$ cat config.mk
export PLATFORM = sky130hd
export DESIGN_NAME = rx_fifo_rts
export DESIGN_NICKNAME = d
export VERILOG_FILES = /design/src/rtl/rxf_pkg.sv /design/src/rtl/rxf_store.sv /design/src/rtl/rxf_rts.sv /design/src/rtl/rxf_flags.sv /design/src/rtl/rx_fifo_rts.sv
export SDC_FILE = /design/constraint.sdc
export NUM_CORES = 1
export LEC_CHECK = 0
export ABC_CLOCK_PERIOD_IN_PS = 4650
export BUFFER_PORTS_ARGS = -buffer_cell sky130_fd_sc_hd__buf_4
export CAP_MARGIN = 10
export CORE_MARGIN = 2
export CORE_UTILIZATION = 61
export CTS_CLUSTER_DIAMETER = 40
export DETAILED_ROUTE_END_ITERATION = 6
export PLACE_DENSITY = 0.81
export SYNTH_ARGS = -nofsm -noshare
export SYNTH_HDL_FRONTEND = slang
export SYNTH_SLANG_ARGS = --single-unit
$ cat constraint.sdc
create_clock -name clk -period 4.65 [get_ports clk]
set_input_delay 1.395 -clock clk [delete_from_list [all_inputs] [get_ports clk]]
set_output_delay 1.395 -clock clk [all_outputs]
set_load 0.005 [all_outputs]
$ cat src/rtl/rxf_pkg.sv
package rxf_pkg;

  typedef enum logic [1:0] {
    RDY_ONE  = 2'd0,
    RDY_TWO  = 2'd1,
    RDY_FOUR = 2'd2,
    RDY_RSVD = 2'd3
  } rdy_mode_e;

  function automatic int unsigned rdy_need(rdy_mode_e m);
    case (m)
      RDY_TWO:  return 2;
      RDY_FOUR: return 4;
      default:  return 1;
    endcase
  endfunction

endpackage

$ cat src/rtl/rxf_store.sv
module rxf_store #(
  parameter int DEPTH  = 32,
  parameter int DATA_W = 8,
  parameter int LVL_W  = 6
) (
  input  logic              clk,
  input  logic              rst_n,
  input  logic              clr,
  input  logic              push_req,
  input  logic [DATA_W-1:0] push_data,
  input  logic              pop_req,
  output logic [DATA_W-1:0] head_data,
  output logic [LVL_W-1:0]  level,
  output logic [LVL_W-1:0]  level_nxt,
  output logic              full,
  output logic              empty,
  output logic              ovr,
  output logic              ptr_err
);
  localparam int AW = (DEPTH > 1) ? $clog2(DEPTH) : 1;
  localparam logic [AW-1:0] LAST = AW'(DEPTH - 1);

  logic [DATA_W-1:0] mem [DEPTH];
  logic [AW-1:0]     wr_ptr, rd_ptr;
  logic              do_push, do_pop;

  assign full      = (level == LVL_W'(DEPTH));
  assign empty     = (level == '0);
  assign do_push   = push_req && !full && !clr;
  assign do_pop    = pop_req && !empty && !clr;
  assign head_data = mem[rd_ptr];

  always_comb begin
    if (clr) level_nxt = '0;
    else     level_nxt = level + LVL_W'(do_push) - LVL_W'(do_pop);
  end

  always_ff @(posedge clk) begin
    if (do_push) mem[wr_ptr] <= push_data;
  end

  always_ff @(posedge clk or negedge rst_n) begin
    if (!rst_n) begin
      wr_ptr  <= '0;
      rd_ptr  <= '0;
      level   <= '0;
      ovr     <= 1'b0;
      ptr_err <= 1'b0;
    end else if (clr) begin
      wr_ptr  <= '0;
      rd_ptr  <= '0;
      level   <= '0;
      ovr     <= 1'b0;
      ptr_err <= 1'b0;
    end else begin
      if (do_push) wr_ptr <= (wr_ptr == LAST) ? '0 : wr_ptr + 1'b1;
      if (do_pop)  rd_ptr <= (rd_ptr == LAST) ? '0 : rd_ptr + 1'b1;
      level <= level_nxt;
      if (push_req && full)  ovr     <= 1'b1;
      if (pop_req  && empty) ptr_err <= 1'b1;
    end
  end

  assert_level_bound_R2: assert property (@(posedge clk) disable iff (!rst_n)
    level <= LVL_W'(DEPTH));

  assert_full_drop_R3: assert property (@(posedge clk) disable iff (!rst_n)
    (full && push_req && !pop_req && !clr) |=> (ovr && full));

  assert_empty_pop_R4: assert property (@(posedge clk) disable iff (!rst_n)
    (empty && pop_req && !push_req && !clr) |=> (ptr_err && empty));

  assert_clear_R12: assert property (@(posedge clk) disable iff (!rst_n)
    clr |=> (empty && !ovr && !ptr_err));

endmodule

$ cat src/rtl/rxf_rts.sv
module rxf_rts #(
  parameter int LVL_W = 6,
  parameter int THR_W = 6
) (
  input  logic             clk,
  input  logic             rst_n,
  input  logic             flow_en,
  input  logic [THR_W-1:0] thr_hi,
  input  logic [THR_W-1:0] thr_lo,
  input  logic [LVL_W-1:0] lvl_nxt,
  output logic             rts
);
  localparam int CW = (LVL_W > THR_W) ? LVL_W : THR_W;

  logic [CW-1:0] lv, hi, lo;
  logic          legal;

  assign lv    = CW'(lvl_nxt);
  assign hi    = CW'(thr_hi);
  assign lo    = CW'(thr_lo);
  assign legal = (lo <= hi);

  always_ff @(posedge clk or negedge rst_n) begin
    if (!rst_n)            rts <= 1'b0;
    else if (!flow_en)     rts <= 1'b0;
    else if (legal) begin
      if (lv >= hi)        rts <= 1'b1;
      else if (lv <= lo)   rts <= 1'b0;
    end
  end

  assert_rts_stop_R5: assert property (@(posedge clk) disable iff (!rst_n)
    (flow_en && legal && lv >= hi) |=> rts);

  assert_rts_go_R6: assert property (@(posedge clk) disable iff (!rst_n)
    (flow_en && legal && lv <= lo && lv < hi) |=> !rts);

  assert_rts_band_R7: assert property (@(posedge clk) disable iff (!rst_n)
    (flow_en && legal && lv > lo && lv < hi) |=> $stable(rts));

  assert_rts_off_R8: assert property (@(posedge clk) disable iff (!rst_n)
    !flow_en |=> !rts);

  assert_rts_illegal_R9: assert property (@(posedge clk) disable iff (!rst_n)
    (flow_en && !legal) |=> $stable(rts));

endmodule

$ cat src/rtl/rxf_flags.sv
module rxf_flags
  import rxf_pkg::*;
#(
  parameter int LVL_W = 6,
  parameter int THR_W = 6
) (
  input  logic             clk,
  input  logic             rst_n,
  input  logic [LVL_W-1:0] level,
  input  logic [THR_W-1:0] thr_hi,
  input  logic [THR_W-1:0] thr_lo,
  input  rdy_mode_e        mode,
  output logic             avail,
  output logic             at_hi,
  output logic             at_lo
);
  localparam int CW = (LVL_W > THR_W) ? LVL_W : THR_W;

  logic [CW-1:0] lv;
  assign lv    = CW'(level);
  assign at_hi = (lv >= CW'(thr_hi));
  assign at_lo = (lv <= CW'(thr_lo));
  assign avail = (int'(level) >= int'(rdy_need(mode)));

  assert_avail_four_R10: assert property (@(posedge clk) disable iff (!rst_n)
    (mode == RDY_FOUR && avail) |-> (level >= LVL_W'(4)));

  assert_avail_one_R10: assert property (@(posedge clk) disable iff (!rst_n)
    (mode == RDY_ONE && level != '0) |-> avail);

endmodule

$ cat src/rtl/rx_fifo_rts.sv
module rx_fifo_rts
  import rxf_pkg::*;
#(
  parameter int DEPTH  = 32,
  parameter int DATA_W = 8,
  parameter int THR_W  = 6,
  localparam int LVL_W = $clog2(DEPTH + 1)
) (
  input  logic              clk,
  input  logic              rst_n,
  input  logic              clr,
  input  logic              flow_en,
  input  logic [THR_W-1:0]  thr_hi,
  input  logic [THR_W-1:0]  thr_lo,
  input  logic [1:0]        rdy_mode,
  input  logic              rx_valid,
  input  logic [DATA_W-1:0] rx_data,
  output logic              rx_ready,
  output logic              rd_valid,
  input  logic              rd_ready,
  output logic [DATA_W-1:0] rd_data,
  output logic [LVL_W-1:0]  level,
  output logic              rx_avail,
  output logic              flag_empty,
  output logic              flag_full,
  output logic              flag_hi,
  output logic              flag_lo,
  output logic              flag_ovr,
  output logic              flag_ptr_err,
  output logic              rts
);
  logic [LVL_W-1:0] level_nxt;

  rxf_store #(.DEPTH(DEPTH), .DATA_W(DATA_W), .LVL_W(LVL_W)) u_store (
    .clk(clk), .rst_n(rst_n), .clr(clr),
    .push_req(rx_valid), .push_data(rx_data), .pop_req(rd_ready),
    .head_data(rd_data), .level(level), .level_nxt(level_nxt),
    .full(flag_full), .empty(flag_empty), .ovr(flag_ovr), .ptr_err(flag_ptr_err)
  );

  rxf_rts #(.LVL_W(LVL_W), .THR_W(THR_W)) u_rts (
    .clk(clk), .rst_n(rst_n), .flow_en(flow_en),
    .thr_hi(thr_hi), .thr_lo(thr_lo), .lvl_nxt(level_nxt), .rts(rts)
  );

  rxf_flags #(.LVL_W(LVL_W), .THR_W(THR_W)) u_flags (
    .clk(clk), .rst_n(rst_n), .level(level),
    .thr_hi(thr_hi), .thr_lo(thr_lo), .mode(rdy_mode_e'(rdy_mode)),
    .avail(rx_avail), .at_hi(flag_hi), .at_lo(flag_lo)
  );

  assign rx_ready = !flag_full;
  assign rd_valid = !flag_empty;

  assert_ready_full_R3: assert property (@(posedge clk) disable iff (!rst_n)
    flag_full |-> (!rx_ready && rd_valid));

endmodule

Word level (Yosys, flattened, before mapping)
Memories as Yosys holds them, arrays and structs flattened.
Index checks and enable logic that the tools add are counted.
- bitwise logic cells: 0
- equality and inequality tests: 7
- multiply operators: 0
- mux-type cells: 19
- div/mod/pow operators: 0
- shift operators: 0
- $lt $le $gt $ge: 6
- $add $sub $neg: 4
- reduce and logical (&&, ||, !) cells: 15
- operators by type and width (kind ; number):
    $mux W5 ; 6
    $le A6 B6 Y1 ; 3
    $ge A6 B6 Y1 ; 2
    $mux W6 ; 2
    $add A5 B1 Y5 const B ; 2
    $eq A5 B5 Y1 const B ; 2
    $mux W1 ; 10
    $reduce_bool A2 Y1 ; 4
    $add A6 B1 Y6 ; 1
    $eq A6 B6 Y1 const B ; 1
    $ge A6 B3 Y1 ; 1
    $logic_and A1 B1 Y1 ; 6
    $logic_not A6 Y1 ; 1
    $pmux W3 S2 ; 1
    $sub A6 B1 Y6 ; 1
    $logic_not A1 Y1 ; 3
    $ne A3 B1 Y1 const B ; 1
    $eq A2 B1 Y1 const B ; 1
    $eq A2 B2 Y1 const B ; 1
    $ne A2 B1 Y1 const B ; 1
    $reduce_and A2 Y1 ; 1
- memory bits (read-only): 0
- output and inout port bits: 24
- memories: 1
- latch bits: 0
- logic and storage cells: 58
- register bits after elaboration: 19
- input bits: 28
- memory bits (writable): 256
- memory list (memory ; words ; width ; rd ports ; clocked after Yosys merged registers in ; write ports ; RTL line ; source):
    u_store.mem ; 32 ; 8 ; 1 ; 0 ; 1 ; rxf_store.sv:23 ; logic [DATA_W-1:0] mem [DEPTH];

Depth between registers and ports, before layout
- word-level depth: 12
- gate-level depth with buffers: 20
- depth with buffers taken out: 20

Cells and area by module
From an unflattened synthesis, not the netlist that was laid out.
- cells, all modules: 735
- area, all modules: 12015.3 um2
- by module, submodules not included (module ; times used ; cells each ; seq. area each (um2) ; area an instance (um2)):
    rxf_store ; 1 ; 621 ; 8137.8 ; 11121.9
    rxf_rts ; 1 ; 59 ; 25.0 ; 493.0
    rxf_flags ; 1 ; 53 ; 0.0 ; 392.9
    rx_fifo_rts ; 1 ; 2 ; 0.0 ; 7.5

Least setup slack after synthesis
No wires, ideal clock.
- kind: input to register
- from: input clr
- to: register u_rts.rts
- path buffers: 2
- stages: 15
- path slack: 0.286 ns
- arrival: 4.230 ns
- data required time: 4.516 ns
- setup time: 0.134 ns
- cells stage by stage: clkbuf_1 -> buf_1 -> nor2_1 -> ha_1 -> inv_1 -> ha_1 -> fa_1 -> xnor2_1 -> nor2_1 -> ha_1 -> o21ai_0 -> a21oi_1 -> a211o_1 -> a311oi_1 -> o22ai_1
- cells in the longest elaborated chain, start to end: 9
- elaborated cells on any way between the ends: 13
- classes of those cells: add/sub: 2; order compare: 2; eq/ne: 1; mux: 4; reduce/logical: 4
- RTL lines (element ; RTL line ; source):
    start: declaration ; rx_fifo_rts.sv:11 ; input logic clr,
    $logic_not A1 Y1 ; rxf_store.sv:29, rxf_store.sv:30 ;
    $logic_and A1 B1 Y1 ; rxf_store.sv:29 ; assign do_push = push_req && !full && !clr;
    $add A6 B1 Y6 ; rxf_store.sv:35 ; else level_nxt = level + LVL_W'(do_push) - LVL_W'(do_pop);
    $sub A6 B1 Y6 ; rxf_store.sv:35 ;
    $mux W6 * ; rxf_store.sv:34 ; if (clr) level_nxt = '0;
    $ge A6 B6 Y1 ; rxf_rts.sv:27 ; if (lv >= hi) rts <= 1'b1;
    $mux W1 ; rxf_rts.sv:27 ;
    $mux W1 ; rxf_rts.sv:26 ; else if (legal) begin
    $mux W1 ; rxf_rts.sv:25 ; else if (!flow_en) rts <= 1'b0;
    end signal: assignment ; rxf_rts.sv:25 ;
    end signal: assignment ; rxf_rts.sv:27 ;
    end signal: assignment ; rxf_rts.sv:28 ; else if (lv <= lo) rts <= 1'b0;
    end: declaration ; rxf_rts.sv:11 ; output logic rts
Mark *: on every way between the ends. The rest lies on a longest branch, timed or not. The select of a mux whose other input is x is not followed.
A chain may end at the register's enable or synchronous reset.

Final worst setup path
- from: register u_store.rd_ptr[0]
- to: output rd_data[4]
- cells in the longest elaborated chain, start to end: 1
- RTL lines (element ; RTL line ; source):
    start: declaration ; rxf_store.sv:24 ; logic [AW-1:0] wr_ptr, rd_ptr;
    start signal: assignment ; rxf_store.sv:57 ; if (do_pop) rd_ptr <= (rd_ptr == LAST) ? '0 : rd_ptr + 1'b1;
    $mem_v2 Z32 W8 ; n/a ;
    end: declaration ; rx_fifo_rts.sv:21 ; output logic [DATA_W-1:0] rd_data,
No other way between the ends.

==> impl_metrics.tcl <==
set metrics [dict create \
    run_status "finished clean" \
    insertion_delay_ns 0.55 \
    setup_slack_ns 0.166 \
    postRouteAntennaNets 0 \
    finalCritPeriodShare_pct 96.4 \
    core_um2 18800 \
    tns_ns 0 \
    clk_pin_slew_ns 0.06 \
    crit_type "reg -> out" \
    htree_levels 1 \
    grt_overflow 0 \
    grt_use_total_pct 26.4 \
    finalWirelength_um 25700 \
    ys_seq_elements 275 \
    arrival_ns 3.09 \
    drc 0 \
    holdWs_ns 0.531 \
    ys_seq_area_share_pct 69.3 \
    clock_skew_ns 0.00803 \
    yosys_warnings 0 \
    cp_data_required_time_ns 3.25 \
    start_util_pct 62.5 \
    place_area_um2 12500 \
    netlist_area_um2 11800 \
    min_path_type "reg -> reg" \
    grt_pass1_vias 6428 \
    dp_hpwl_um 15500 \
    place_inst 921 \
    hold_viol 0 \
    num_rows 50 \
    io_pins 52 \
    period_needed_ns 4.48 \
    drt-initial-drc-count 605 \
    slew_viol_final 0 \
    dieArea_um2 20400 \
    die_w_um 143 \
    vias_per_cell 6.34 \
    avgRoutedWirePerCell_um 26.3 \
    power.static_leakage_nw 4.65 \
    tightest_slew_ns 0.968 \
    layout.nets 774 \
    instances_no_fill 980 \
    total_power_mw 6.64 \
    drt_first_pass_iters 5 \
    clk_path_buf_depth 3 \
    max_freq_mhz 223 \
    pre_cts_slack_ns 0.394 \
    power.density_nw_per_um2 492 \
    grt_first_pass_wirelength_um 39200 \
    grt_setup_unrepaired "no" \
    avgSynthCellArea_um2 18.7 \
    worstSetupEndpointType "output port" \
    gp_congestion 0.864 \
    slew_headroom_pct 35.4 \
    setup_viol 0 \
    fillers 1118 \
    stdcell_area_um2 13500 \
    antennaDiodeCount 0 \
    grt_max_degree 34 \
    final_util_pct 71.7 \
    clock-sinks 275 \
    syn_inst 628 \
    max_cap_violations 0 \
    crit_path_max_fanout 18 \
    num_vias 6209 \
    cts_tree "yes" \
    synth_nets 706 \
    crit_chain "buf_4 -> mux4_2 -> mux4_2 -> mux2_2 -> buf_4" \
    synth_cell_type_count 41 \
    peakVddDrop_mv 0.296 \
    drive_gt1_share_pct 27.9 \
    worstSetupStartpointType "register" \
    slowest_delay_ns 0.72 \
    cts_buffers 31 \
    syn2layout_area_growth_pct 14.7 \
    port_buffers 51 \
    root_buffer "clkbuf_16" \
    antenna_found_initial 0 \
    crit_slowest_cell "dfrtp_4" \
    fp.dieH_um 143 \
]
-- flip-flops by register name, indices dropped and copies added (netlist names) --
register,flops
u_store.rd_ptr,5
u_store.level,6
u_store.mem,256
u_rts.rts,1
u_store.ptr_err,1
u_store.ovr,1
u_store.wr_ptr,5
-- area by class of cell --
cell class,count,area (um2),area share [%]
sequential,275,8170,60.5
multi-input combinational,296,3370,25.0
clock buffer,34,787,5.83
timing repair buffer,60,515,3.82
tap,260,325,2.41
clock inverter,23,216,1.60
inverter,32,120,0.890
-- layout by cell type (no fill, tap or decap), drive strengths merged, types with 3 or more instances in the layout --
| master | synthesis | routed |
|---|---|---|
| mux2 | 8 | 8 |
| inv | 32 | 36 |
| nor2 | 57 | 57 |
| nand2 | 11 | 11 |
| edfxtp | 256 | 256 |
| xnor2 | 4 | 4 |
| and3 | 3 | 3 |
| nand3b | 5 | 5 |
| dfrtp | 19 | 19 |
| clkbuf | 14 | 34 |
| a21oi | 19 | 19 |
| o21ai | 11 | 11 |
| mux2i | 5 | 5 |
| ha | 49 | 49 |
| buf | 11 | 60 |
| nand3 | 9 | 9 |
| nor2b | 4 | 4 |
| a21o | 5 | 5 |
| mux4 | 80 | 80 |
| clkinv | 0 | 15 |
-- repair_timing --
item,CTS,global route
resized for setup,0,0
hold buffers,0,0
buffers inserted,1,0
setup endpoints to repair,2,0
endpoints found under the hold margin,0,0
-- Yosys cell counts --
master	number	area, um2
inv_1	32	120
mux2i_1	5	50.1
or3b_2	1	8.76
edfxtp_1	256	7690
o22ai_1	1	6.26
nand2_1	11	41.3
nor2b_1	4	25.0
or4_1	2	15.0
ha_1	49	613
fa_1	1	20.0
clkbuf_1	14	52.6
nor2_1	57	214
nor3b_1	1	7.51
nor3_1	2	10.0
buf_6	3	33.8
buf_1	5	18.8
o31ai_1	1	7.51
mux2_2	8	90.1
o21bai_1	2	15.0
and3_1	3	18.8
o221a_1	1	11.3
buf_2	3	15.0
a211o_1	1	8.76
mux4_2	80	1800
a21oi_1	19	95.1
dfrtp_1	19	475
o2111ai_1	1	8.76
xnor2_1	4	35.0
a21boi_0	1	7.51
nand3b_1	5	37.5
a211oi_1	2	15.0
nand3_1	9	45.0
nand2b_1	2	12.5
or3_1	1	6.26
a21o_1	5	37.5
o21ai_1	1	5.00
a31oi_1	2	12.5
a311oi_1	1	8.76
xor2_1	1	8.76
o21ai_0	10	50.1
or4b_1	2	20.0
-- worst paths after layout --
path | startpoint | end | slack (ns) | cells past startpoint
max in group asynchronous | rst_n | u_store.rd_ptr[0] | 3.67 | 1
worst min-delay path | u_store.ptr_err | u_store.ptr_err | 0.53 | 2
worst max-delay path | u_store.rd_ptr[0] | rd_data[4] | 0.17 | 5
worst max register to register | u_store.level[2] | u_rts.rts | 0.74 | 16
worst min register to register | u_store.ptr_err | u_store.ptr_err | 0.53 | 2
min in group asynchronous | rst_n | u_store.level[4] | 0.72 | 1
-- per-layer routing --
metal	GRT usage [%]	part of all wire, %	wire, um
met2	42.1	48	12400
met4	8.34	2.9	754
met5	0	0	0
met1	38.6	40	10400
met3	3.79	8.2	2120
-- logic make-up (layout without fill, tap and decap cells) --
group           Yosys count  after routing  share of synthesized area, %
mux                      93             93                          16.5
buf+inv                  57            149                          2.04
flops                   275            275                          69.3
fa+ha+maj                50             50                          5.38
compound gates           48             48                          2.46
simple gates            100            100                          3.92
xor+xnor                  5              5                         0.372
-- power by group --
part / switching, mW / internal (mW) / total [mW]
clock: 1.00 / 1.35 / 2.36
sequential: 0.113 / 2.76 / 2.87
combinational: 0.685 / 0.735 / 1.42
-- critical path, delay by kind of cell (launching register included) --
family	cells	cell delay, ns
flops	1	0.72
buf+inv	2	0.44
mux	3	1.37
(Power assumes the default switching activity.)
